--- src/rtl/in_ep_pkg.sv ---
package in_ep_pkg;

  typedef enum logic {
    RESP_NAK  = 1'b0,
    RESP_DATA = 1'b1
  } resp_e;

  typedef struct packed {
    logic snak;
    logic cnak;
    logic ena;
    logic dis;
  } ctl_cmd_t;

endpackage

--- src/rtl/in_ep_state.sv ---
module in_ep_state
  import in_ep_pkg::*;
(
  input  logic     clk,
  input  logic     rst_n,
  input  logic     ctl_wr,
  input  ctl_cmd_t cmd,
  input  logic     clr_wr,
  input  logic     clr_nakeff,
  input  logic     clr_disdone,
  input  logic     tok_in,
  input  logic     tx_ready,
  input  logic     pkt_done,
  output logic     resp_valid,
  output logic     resp_data,
  output logic     nak_sts,
  output logic     ep_ena,
  output logic     ep_dis,
  output logic     flag_nakeff,
  output logic     flag_disdone,
  output logic     data_fire,
  output logic     ena_start
);

  logic  nak_req_q, nak_sts_q, ena_q, dis_q, infl_q;
  logic  flag_nak_q, flag_dis_q, resp_valid_q;
  resp_e resp_q;

  // named internal events
  logic set_nak, rel_nak, dis_accept, nak_evt, dis_evt;

  assign set_nak    = ctl_wr && cmd.snak;
  assign rel_nak    = ctl_wr && cmd.cnak && !cmd.snak;
  assign dis_accept = ctl_wr && cmd.dis && cmd.snak && ena_q && !dis_q;
  assign ena_start  = ctl_wr && cmd.ena && !ena_q;
  assign data_fire  = tok_in && ena_q && !nak_sts_q && tx_ready && !infl_q;
  assign nak_evt    = nak_req_q && !nak_sts_q && !infl_q && !data_fire;
  assign dis_evt    = dis_q && nak_sts_q && !infl_q;

  always_ff @(posedge clk) begin
    if (!rst_n) begin
      nak_req_q    <= 1'b0;
      nak_sts_q    <= 1'b0;
      ena_q        <= 1'b0;
      dis_q        <= 1'b0;
      infl_q       <= 1'b0;
      flag_nak_q   <= 1'b0;
      flag_dis_q   <= 1'b0;
      resp_valid_q <= 1'b0;
      resp_q       <= RESP_NAK;
    end else begin
      resp_valid_q <= tok_in;
      resp_q       <= data_fire ? RESP_DATA : RESP_NAK;

      if (data_fire)     infl_q <= 1'b1;
      else if (pkt_done) infl_q <= 1'b0;

      if (set_nak)      nak_req_q <= 1'b1;
      else if (rel_nak) nak_req_q <= 1'b0;

      if (rel_nak)      nak_sts_q <= 1'b0;
      else if (nak_evt) nak_sts_q <= 1'b1;

      if (rel_nak)                    flag_nak_q <= 1'b0;
      else if (nak_evt)               flag_nak_q <= 1'b1;
      else if (clr_wr && clr_nakeff)  flag_nak_q <= 1'b0;

      if (dis_evt)        ena_q <= 1'b0;
      else if (ena_start) ena_q <= 1'b1;

      if (dis_evt)         dis_q <= 1'b0;
      else if (dis_accept) dis_q <= 1'b1;

      if (dis_evt)                    flag_dis_q <= 1'b1;
      else if (clr_wr && clr_disdone) flag_dis_q <= 1'b0;
    end
  end

  assign resp_valid   = resp_valid_q;
  assign resp_data    = (resp_q == RESP_DATA);
  assign nak_sts      = nak_sts_q;
  assign ep_ena       = ena_q;
  assign ep_dis       = dis_q;
  assign flag_nakeff  = flag_nak_q;
  assign flag_disdone = flag_dis_q;

  // a token seen while NAK status is set is answered with NAK
  a_r3_nak_answer: assert property (@(posedge clk) disable iff (!rst_n)
    (tok_in && nak_sts_q) |=> (resp_valid_q && resp_q == RESP_NAK));

  // the NAK-effective flag never rises without NAK status
  a_r2_flag_with_sts: assert property (@(posedge clk) disable iff (!rst_n)
    $rose(flag_nak_q) |-> nak_sts_q);

  // a pending disable exists only on an enabled endpoint
  a_r6_dis_needs_ena: assert property (@(posedge clk) disable iff (!rst_n)
    dis_q |-> ena_q);

  // completion clears both bits and raises the flag together
  a_r7_dis_handshake: assert property (@(posedge clk) disable iff (!rst_n)
    dis_evt |=> (!ena_q && !dis_q && flag_dis_q));

  // no DATA while a packet is still in flight
  a_r3_one_in_flight: assert property (@(posedge clk) disable iff (!rst_n)
    (infl_q && !pkt_done && tok_in) |=> !resp_data);

endmodule

--- src/rtl/in_ep_xfer_cnt.sv ---
module in_ep_xfer_cnt #(
  parameter int LEN_W  = 11,
  parameter int PKT_W  = 10,
  parameter int BYTE_W = 19
) (
  input  logic              clk,
  input  logic              rst_n,
  input  logic              add_en,
  input  logic              clr_en,
  input  logic [LEN_W-1:0]  len,
  output logic [PKT_W-1:0]  pkts,
  output logic [BYTE_W-1:0] bytes
);

  function automatic logic [BYTE_W-1:0] add_bytes(input logic [BYTE_W-1:0] acc,
                                                  input logic [LEN_W-1:0]  l);
    return acc + BYTE_W'(l);
  endfunction

  function automatic logic [PKT_W-1:0] inc_pkts(input logic [PKT_W-1:0] acc);
    return acc + PKT_W'(1);
  endfunction

  logic [PKT_W-1:0]  pkts_q;
  logic [BYTE_W-1:0] bytes_q;

  always_ff @(posedge clk) begin
    if (!rst_n || clr_en) begin
      pkts_q  <= '0;
      bytes_q <= '0;
    end else if (add_en) begin
      pkts_q  <= inc_pkts(pkts_q);
      bytes_q <= add_bytes(bytes_q, len);
    end
  end

  assign pkts  = pkts_q;
  assign bytes = bytes_q;

  // counts hold unless a packet is sent or a fresh enable clears them
  a_r8_hold: assert property (@(posedge clk) disable iff (!rst_n)
    (!add_en && !clr_en) |=> ($stable(pkts_q) && $stable(bytes_q)));

  // enable from disabled restarts the count
  a_r8_restart: assert property (@(posedge clk) disable iff (!rst_n)
    clr_en |=> (pkts_q == '0 && bytes_q == '0));

endmodule

--- src/rtl/in_ep_flush.sv ---
module in_ep_flush #(
  parameter int NUM_FIFO  = 4,
  parameter int FLUSH_CYC = 8,
  localparam int FIFO_W   = (NUM_FIFO > 1) ? $clog2(NUM_FIFO) : 1,
  localparam int FC_W     = $clog2(FLUSH_CYC + 1)
) (
  input  logic                clk,
  input  logic                rst_n,
  input  logic                start_wr,
  input  logic [FIFO_W-1:0]   sel,
  output logic                busy,
  output logic [NUM_FIFO-1:0] force_empty
);

  logic              busy_q;
  logic [FIFO_W-1:0] sel_q;
  logic [FC_W-1:0]   cnt_q;
  logic              accept, finish;

  assign accept = start_wr && !busy_q;
  assign finish = busy_q && (cnt_q == '0);

  always_ff @(posedge clk) begin
    if (!rst_n) begin
      busy_q <= 1'b0;
      sel_q  <= '0;
      cnt_q  <= '0;
    end else if (accept) begin
      busy_q <= 1'b1;
      sel_q  <= sel;
      cnt_q  <= FC_W'(FLUSH_CYC - 1);
    end else if (finish) begin
      busy_q <= 1'b0;
    end else if (busy_q) begin
      cnt_q  <= cnt_q - FC_W'(1);
    end
  end

  for (genvar i = 0; i < NUM_FIFO; i++) begin : g_force
    assign force_empty[i] = busy_q && (sel_q == FIFO_W'(i));
  end

  assign busy = busy_q;

  // checker: length of the current busy run
  logic [FC_W-1:0] run_len;
  always_ff @(posedge clk) begin
    if (!rst_n || !busy_q) run_len <= '0;
    else                   run_len <= run_len + FC_W'(1);
  end

  // a flush never lasts longer than FLUSH_CYC cycles
  a_r9_flush_len: assert property (@(posedge clk) disable iff (!rst_n)
    busy_q |-> (run_len < FC_W'(FLUSH_CYC)));

  // a flush ends after exactly FLUSH_CYC cycles
  a_r9_flush_ends: assert property (@(posedge clk) disable iff (!rst_n)
    (busy_q && run_len == FC_W'(FLUSH_CYC - 1)) |=> !busy_q);

  // at most one FIFO is forced empty
  a_r9_one_fifo: assert property (@(posedge clk) disable iff (!rst_n)
    $onehot0(force_empty));

endmodule

--- src/rtl/in_ep_ctrl.sv ---
module in_ep_ctrl
  import in_ep_pkg::*;
#(
  parameter int LEN_W     = 11,
  parameter int PKT_W     = 10,
  parameter int BYTE_W    = 19,
  parameter int NUM_FIFO  = 4,
  parameter int FLUSH_CYC = 8,
  localparam int FIFO_W   = (NUM_FIFO > 1) ? $clog2(NUM_FIFO) : 1
) (
  input  logic                clk,
  input  logic                rst_n,
  input  logic                ctl_wr,
  input  logic                ctl_snak,
  input  logic                ctl_cnak,
  input  logic                ctl_ena,
  input  logic                ctl_dis,
  input  logic                int_clr_wr,
  input  logic                int_clr_nakeff,
  input  logic                int_clr_disdone,
  input  logic                unmask_nakeff,
  input  logic                unmask_disdone,
  input  logic                flush_wr,
  input  logic [FIFO_W-1:0]   flush_sel,
  input  logic                tok_in,
  input  logic [LEN_W-1:0]    tok_len,
  input  logic                tx_ready,
  input  logic                pkt_done,
  output logic                resp_valid,
  output logic                resp_data,
  output logic                nak_sts,
  output logic                ep_ena,
  output logic                ep_dis,
  output logic                flag_nakeff,
  output logic                flag_disdone,
  output logic                irq_nakeff,
  output logic                irq_disdone,
  output logic [PKT_W-1:0]    sent_pkts,
  output logic [BYTE_W-1:0]   sent_bytes,
  output logic                flush_busy,
  output logic [NUM_FIFO-1:0] fifo_force_empty
);

  ctl_cmd_t cmd;
  logic     data_fire, ena_start;

  assign cmd = '{snak: ctl_snak, cnak: ctl_cnak, ena: ctl_ena, dis: ctl_dis};

  in_ep_state u_state (
    .clk         (clk),
    .rst_n       (rst_n),
    .ctl_wr      (ctl_wr),
    .cmd         (cmd),
    .clr_wr      (int_clr_wr),
    .clr_nakeff  (int_clr_nakeff),
    .clr_disdone (int_clr_disdone),
    .tok_in      (tok_in),
    .tx_ready    (tx_ready),
    .pkt_done    (pkt_done),
    .resp_valid  (resp_valid),
    .resp_data   (resp_data),
    .nak_sts     (nak_sts),
    .ep_ena      (ep_ena),
    .ep_dis      (ep_dis),
    .flag_nakeff (flag_nakeff),
    .flag_disdone(flag_disdone),
    .data_fire   (data_fire),
    .ena_start   (ena_start)
  );

  in_ep_xfer_cnt #(.LEN_W(LEN_W), .PKT_W(PKT_W), .BYTE_W(BYTE_W)) u_cnt (
    .clk   (clk),
    .rst_n (rst_n),
    .add_en(data_fire),
    .clr_en(ena_start),
    .len   (tok_len),
    .pkts  (sent_pkts),
    .bytes (sent_bytes)
  );

  in_ep_flush #(.NUM_FIFO(NUM_FIFO), .FLUSH_CYC(FLUSH_CYC)) u_flush (
    .clk        (clk),
    .rst_n      (rst_n),
    .start_wr   (flush_wr),
    .sel        (flush_sel),
    .busy       (flush_busy),
    .force_empty(fifo_force_empty)
  );

  assign irq_nakeff  = flag_nakeff && unmask_nakeff;
  assign irq_disdone = flag_disdone && unmask_disdone;

  // an interrupt never appears without its flag
  a_r4_irq_needs_flag: assert property (@(posedge clk) disable iff (!rst_n)
    ((irq_nakeff |-> flag_nakeff) and (irq_disdone |-> flag_disdone)));

  // disabled and quiet right after reset
  a_r1_reset_state: assert property (@(posedge clk)
    !rst_n |=> (!ep_ena && !nak_sts && !flag_nakeff && !flag_disdone && !flush_busy));

endmodule

--- config.mk ---
export PLATFORM = sky130hd
export DESIGN_NAME = in_ep_ctrl
export DESIGN_NICKNAME = d
export VERILOG_FILES = /design/src/rtl/in_ep_pkg.sv /design/src/rtl/in_ep_state.sv /design/src/rtl/in_ep_xfer_cnt.sv /design/src/rtl/in_ep_flush.sv /design/src/rtl/in_ep_ctrl.sv
export SDC_FILE = /design/constraint.sdc
export NUM_CORES = 1
export LEC_CHECK = 0
export BUFFER_PORTS_ARGS = -buffer_cell sky130_fd_sc_hd__buf_2
export CORE_MARGIN = 2
export CORE_UTILIZATION = 31
export CTS_BUF_LIST = sky130_fd_sc_hd__clkbuf_8
export DETAILED_ROUTE_END_ITERATION = 6
export MAX_ROUTING_LAYER = met4
export SYNTH_ARGS = -nofsm -noshare
export SYNTH_HDL_FRONTEND = slang
export SYNTH_HIERARCHICAL = 1
export SYNTH_SLANG_ARGS = --single-unit
--- constraint.sdc ---
create_clock -name clk -period 2.3 [get_ports clk]
set_input_delay 0.345 -clock clk [delete_from_list [all_inputs] [get_ports clk]]
set_output_delay 0.345 -clock clk [all_outputs]
set_load 0.03 [all_outputs]
==> impl_metrics.py <==
metrics = {
    "synth": {
        "synth_top_cell_area_share_pct": 36.7,
        "syn_inst": 287,
        "synth_edf_count": 0,
        "synth_fp_nets": 330,
        "async_reset_ff_share_pct": 0,
        "synthTopCellsByArea": "dfxtp_1 (37%), ha_1 (6.6%), mux2i_1 (5.3%), nand2_1 (4.6%), nor2_1 (4.4%)",
        "ys_types": 52,
        "synthFlopType": "dfxtp_1",
        "synth-seq-cells": 45,
        "syn_area_mm2": 0.00246,
        "yosys_warnings": 6,
        "synth_common_cells": "dfxtp_1 (45), nand2_1 (30), nor2_1 (29), a21oi_1 (21)",
        "avgSynthCellArea_um2": 8.56,
        "ys_seq_area_share_pct": 36.7,
        "synth_top_cell_by_area": "dfxtp_1",
        "yosysMostFrequentCell": "dfxtp_1",
    },
    "layout": {
        "final_cell_count_no_fill": 470,
        "postLayoutCellArea_mm2": 0.00312,
        "antenna_cells": 0,
        "fill_cells": 813,
        "area_growth_pct": 26.8,
        "final_util_pct": 40.5,
        "nNetsFinal": 410,
        "drive_gt1_share_pct": 28.0,
    },
    "placed_design": {
        "portBuffers": 71,
        "place_area_mm2": 0.00296,
        "place_inst": 458,
        "gp_congestion": 0.839,
        "dp_hpwl_mm": 4.43,
    },
    "detailed_routing": {
        "vias": 2341,
        "dr.pass1.iters": 4,
        "drt_iter0_markers": 103,
        "drt_wl_total_mm": 6.02,
        "post-route-drc-count": 0,
        "vias_per_cell": 4.98,
        "wl_per_cell_um": 12.8,
        "ant_nets": 0,
    },
    "clocking": {
        "root_buffer": "clkbuf_8",
        "cts_sinks": 45,
        "ctsHoldBuffers": 0,
        "clock_path_buffers": 2,
        "cts.htree.levels": 2,
        "path_clk_slew_ns": 0.09,
        "numCtsBuffers": 5,
        "cts_tree": "done",
        "clk_latency_ns": 0.30,
    },
    "timing": {
        "tightest_slew_ns": 0.450,
        "maxSlewViolCount": 0,
        "skew_ns": 0.00533,
        "hold_ws_ns": 0.283,
        "fmax_mhz": 446,
        "period_share_pct": 97.5,
        "setup_viol_count_final": 0,
        "hold_viol_final": 0,
        "period_minus_slack_ns": 2.24,
        "relSlewSlack_pct": 69.7,
    },
    "hold_path": {
        "hold_path.class": "in2reg",
    },
    "global_route": {
        "grt_max_degree": 20,
        "antenna_found_initial": 0,
        "grt_pass1_vias": 2119,
        "grt_use_met2_pct": 22.7,
        "grt_pass1_wl_mm": 9.86,
        "busiest_layer": "met2",
        "track_usage_pct": 14.3,
        "globalRouteMet1Util_pct": 18.7,
        "overflow": 0,
        "grt_util_met3_pct": 2.66,
    },
    "critical_path": {
        "crit_chain": "ha_4 > inv_1 > fa_2 > and2b_2 > o2111ai_4 > a21oi_4 > o21ai_4 > or4_1 > nand3_1",
        "cp_data_required_time_ns": 2.55,
        "cpPeakStageDelay_ns": 0.47,
        "crit_path_top_delay_cell": "or4_1",
        "start_kind": "flop",
        "path_delay_family": "simple AND/OR/NAND/NOR gates",
        "crit_type": "reg2reg",
        "crit_arrival_ns": 2.49,
        "crit_fanout": 8,
        "crit_buf_inv": 1,
        "critPathCaptureType": "flop",
    },
    "floorplanning": {
        "io_pins": 72,
        "core-area_mm2": 0.00769,
        "chipWidth_um": 93.0,
        "die_h_um": 93.0,
        "dieArea_mm2": 0.00866,
        "initial_core_util_pct": 32.0,
        "rows": 32,
    },
    "power_and_ir_drop": {
        "powerDensity_mw_per_mm2": 506,
        "total_power_mw": 1.58,
        "irDropWorstVdd_uv": 202,
        "cellLeakagePower_nw": 1.35,
    },
    "run": {
        "drv_cap": 0,
    },
    "outcome": {
        "status": "finished, final reports clean",
    },
}
## cell type report
type,count,area [um^2],share of cell area (%)
clock buffer,5,68.8,2.21
clock inverter,3,21.3,0.682
inverter,10,37.5,1.20
multi-input combinational,224,1530,49.0
sequential,45,903,29.0
tap,102,128,4.09
timing repair buffer,81,430,13.8
## power by group
group          total (mW)  internal [mW]  leakage, nW  switching, mW
clock               0.509          0.216       0.0445          0.293
combinational       0.240          0.102        0.943          0.138
sequential          0.828          0.801        0.366         0.0268
total                1.58           1.12         1.35          0.458
## kinds of logic after synthesis
logic type                 after synthesis  share of synthesized area (%)
xor gates and xnor gates                11                           3.92
buffers and inverters                   18                           2.85
muxes                                   13                           5.30
DFF                                     45                           36.7
and+or+nand+nor                        133                           29.8
adders and majority gates               14                           7.43
AOI/OAI and AO/OA                       53                           14.1
## per-stage QoR
| stage | setup slack, ns | TNS, ns |
|---|---|---|
| 4_1_cts | 0.00453 | 0 |
| 6_report | 0.0572 | 0 |
| 5_1_grt | -0.0322 | -0.0409 |
| 3_5_place_dp | -0.0939 | -0.318 |
| 2_1_floorplan | 0.0128 | 0 |
| 3_3_place_gp | -0.0455 | -0.134 |
## cells in the final DEF, fill, tap and decap left out, drive strengths merged, types with 4 or more instances in the layout
master,n
o21ai,6
xor2,6
clkbuf,5
nor2b,7
dfxtp,45
and3,4
nand2,30
a21oi,22
nor4,4
mux2i,13
nor3,7
nand4,9
or4,4
buf,81
nor3b,4
nand3,10
ha,13
or3,4
inv,10
xnor2,5
nand2b,5
and2,5
a31oi,6
nor2,29
## final timing paths
| kind | startpoint | end | slack, ns | cells past startpoint |
|---|---|---|---|---|
| max reg2reg | u_cnt/bytes[0] | u_cnt/bytes[16] | 0.06 | 9 |
| max | u_cnt/bytes[0] | u_cnt/bytes[16] | 0.06 | 9 |
| min reg2reg | u_state/flag_disdone | u_state/flag_disdone | 0.48 | 2 |
| min | tok_in | u_state/resp_valid | 0.28 | 2 |
## metal layers
layer / routed length (um) / vias to the layer above
met4: 59 / 0
met3: 311 / 4
met5: 0 / -
met1: 2810 / 1089
li1: - / 1188
met2: 2840 / 60
## repair_timing
| action | 4_1_cts | 5_1_grt |
|---|---|---|
| endpoints found under the setup margin | 1 | 4 |
| gates resized for setup | 1 | 5 |
| setup buffers | 0 | 4 |
| pin swaps | 2 | 6 |
## state kept, by name, summed over array words and instances, names as in the netlist
name	count
u_state/resp_data	1
u_flush/busy	1
u_flush/sel_q	2
u_state/flag_disdone	1
u_cnt/pkts	10
u_state/resp_valid	1
u_state/ep_ena	1
u_cnt/bytes	19
u_state/flag_nakeff	1
u_state/infl_q	1
u_state/nak_req_q	1
u_state/nak_sts	1
u_flush/cnt_q	4
u_state/ep_dis	1
Power figures use the tool's default switching activity.
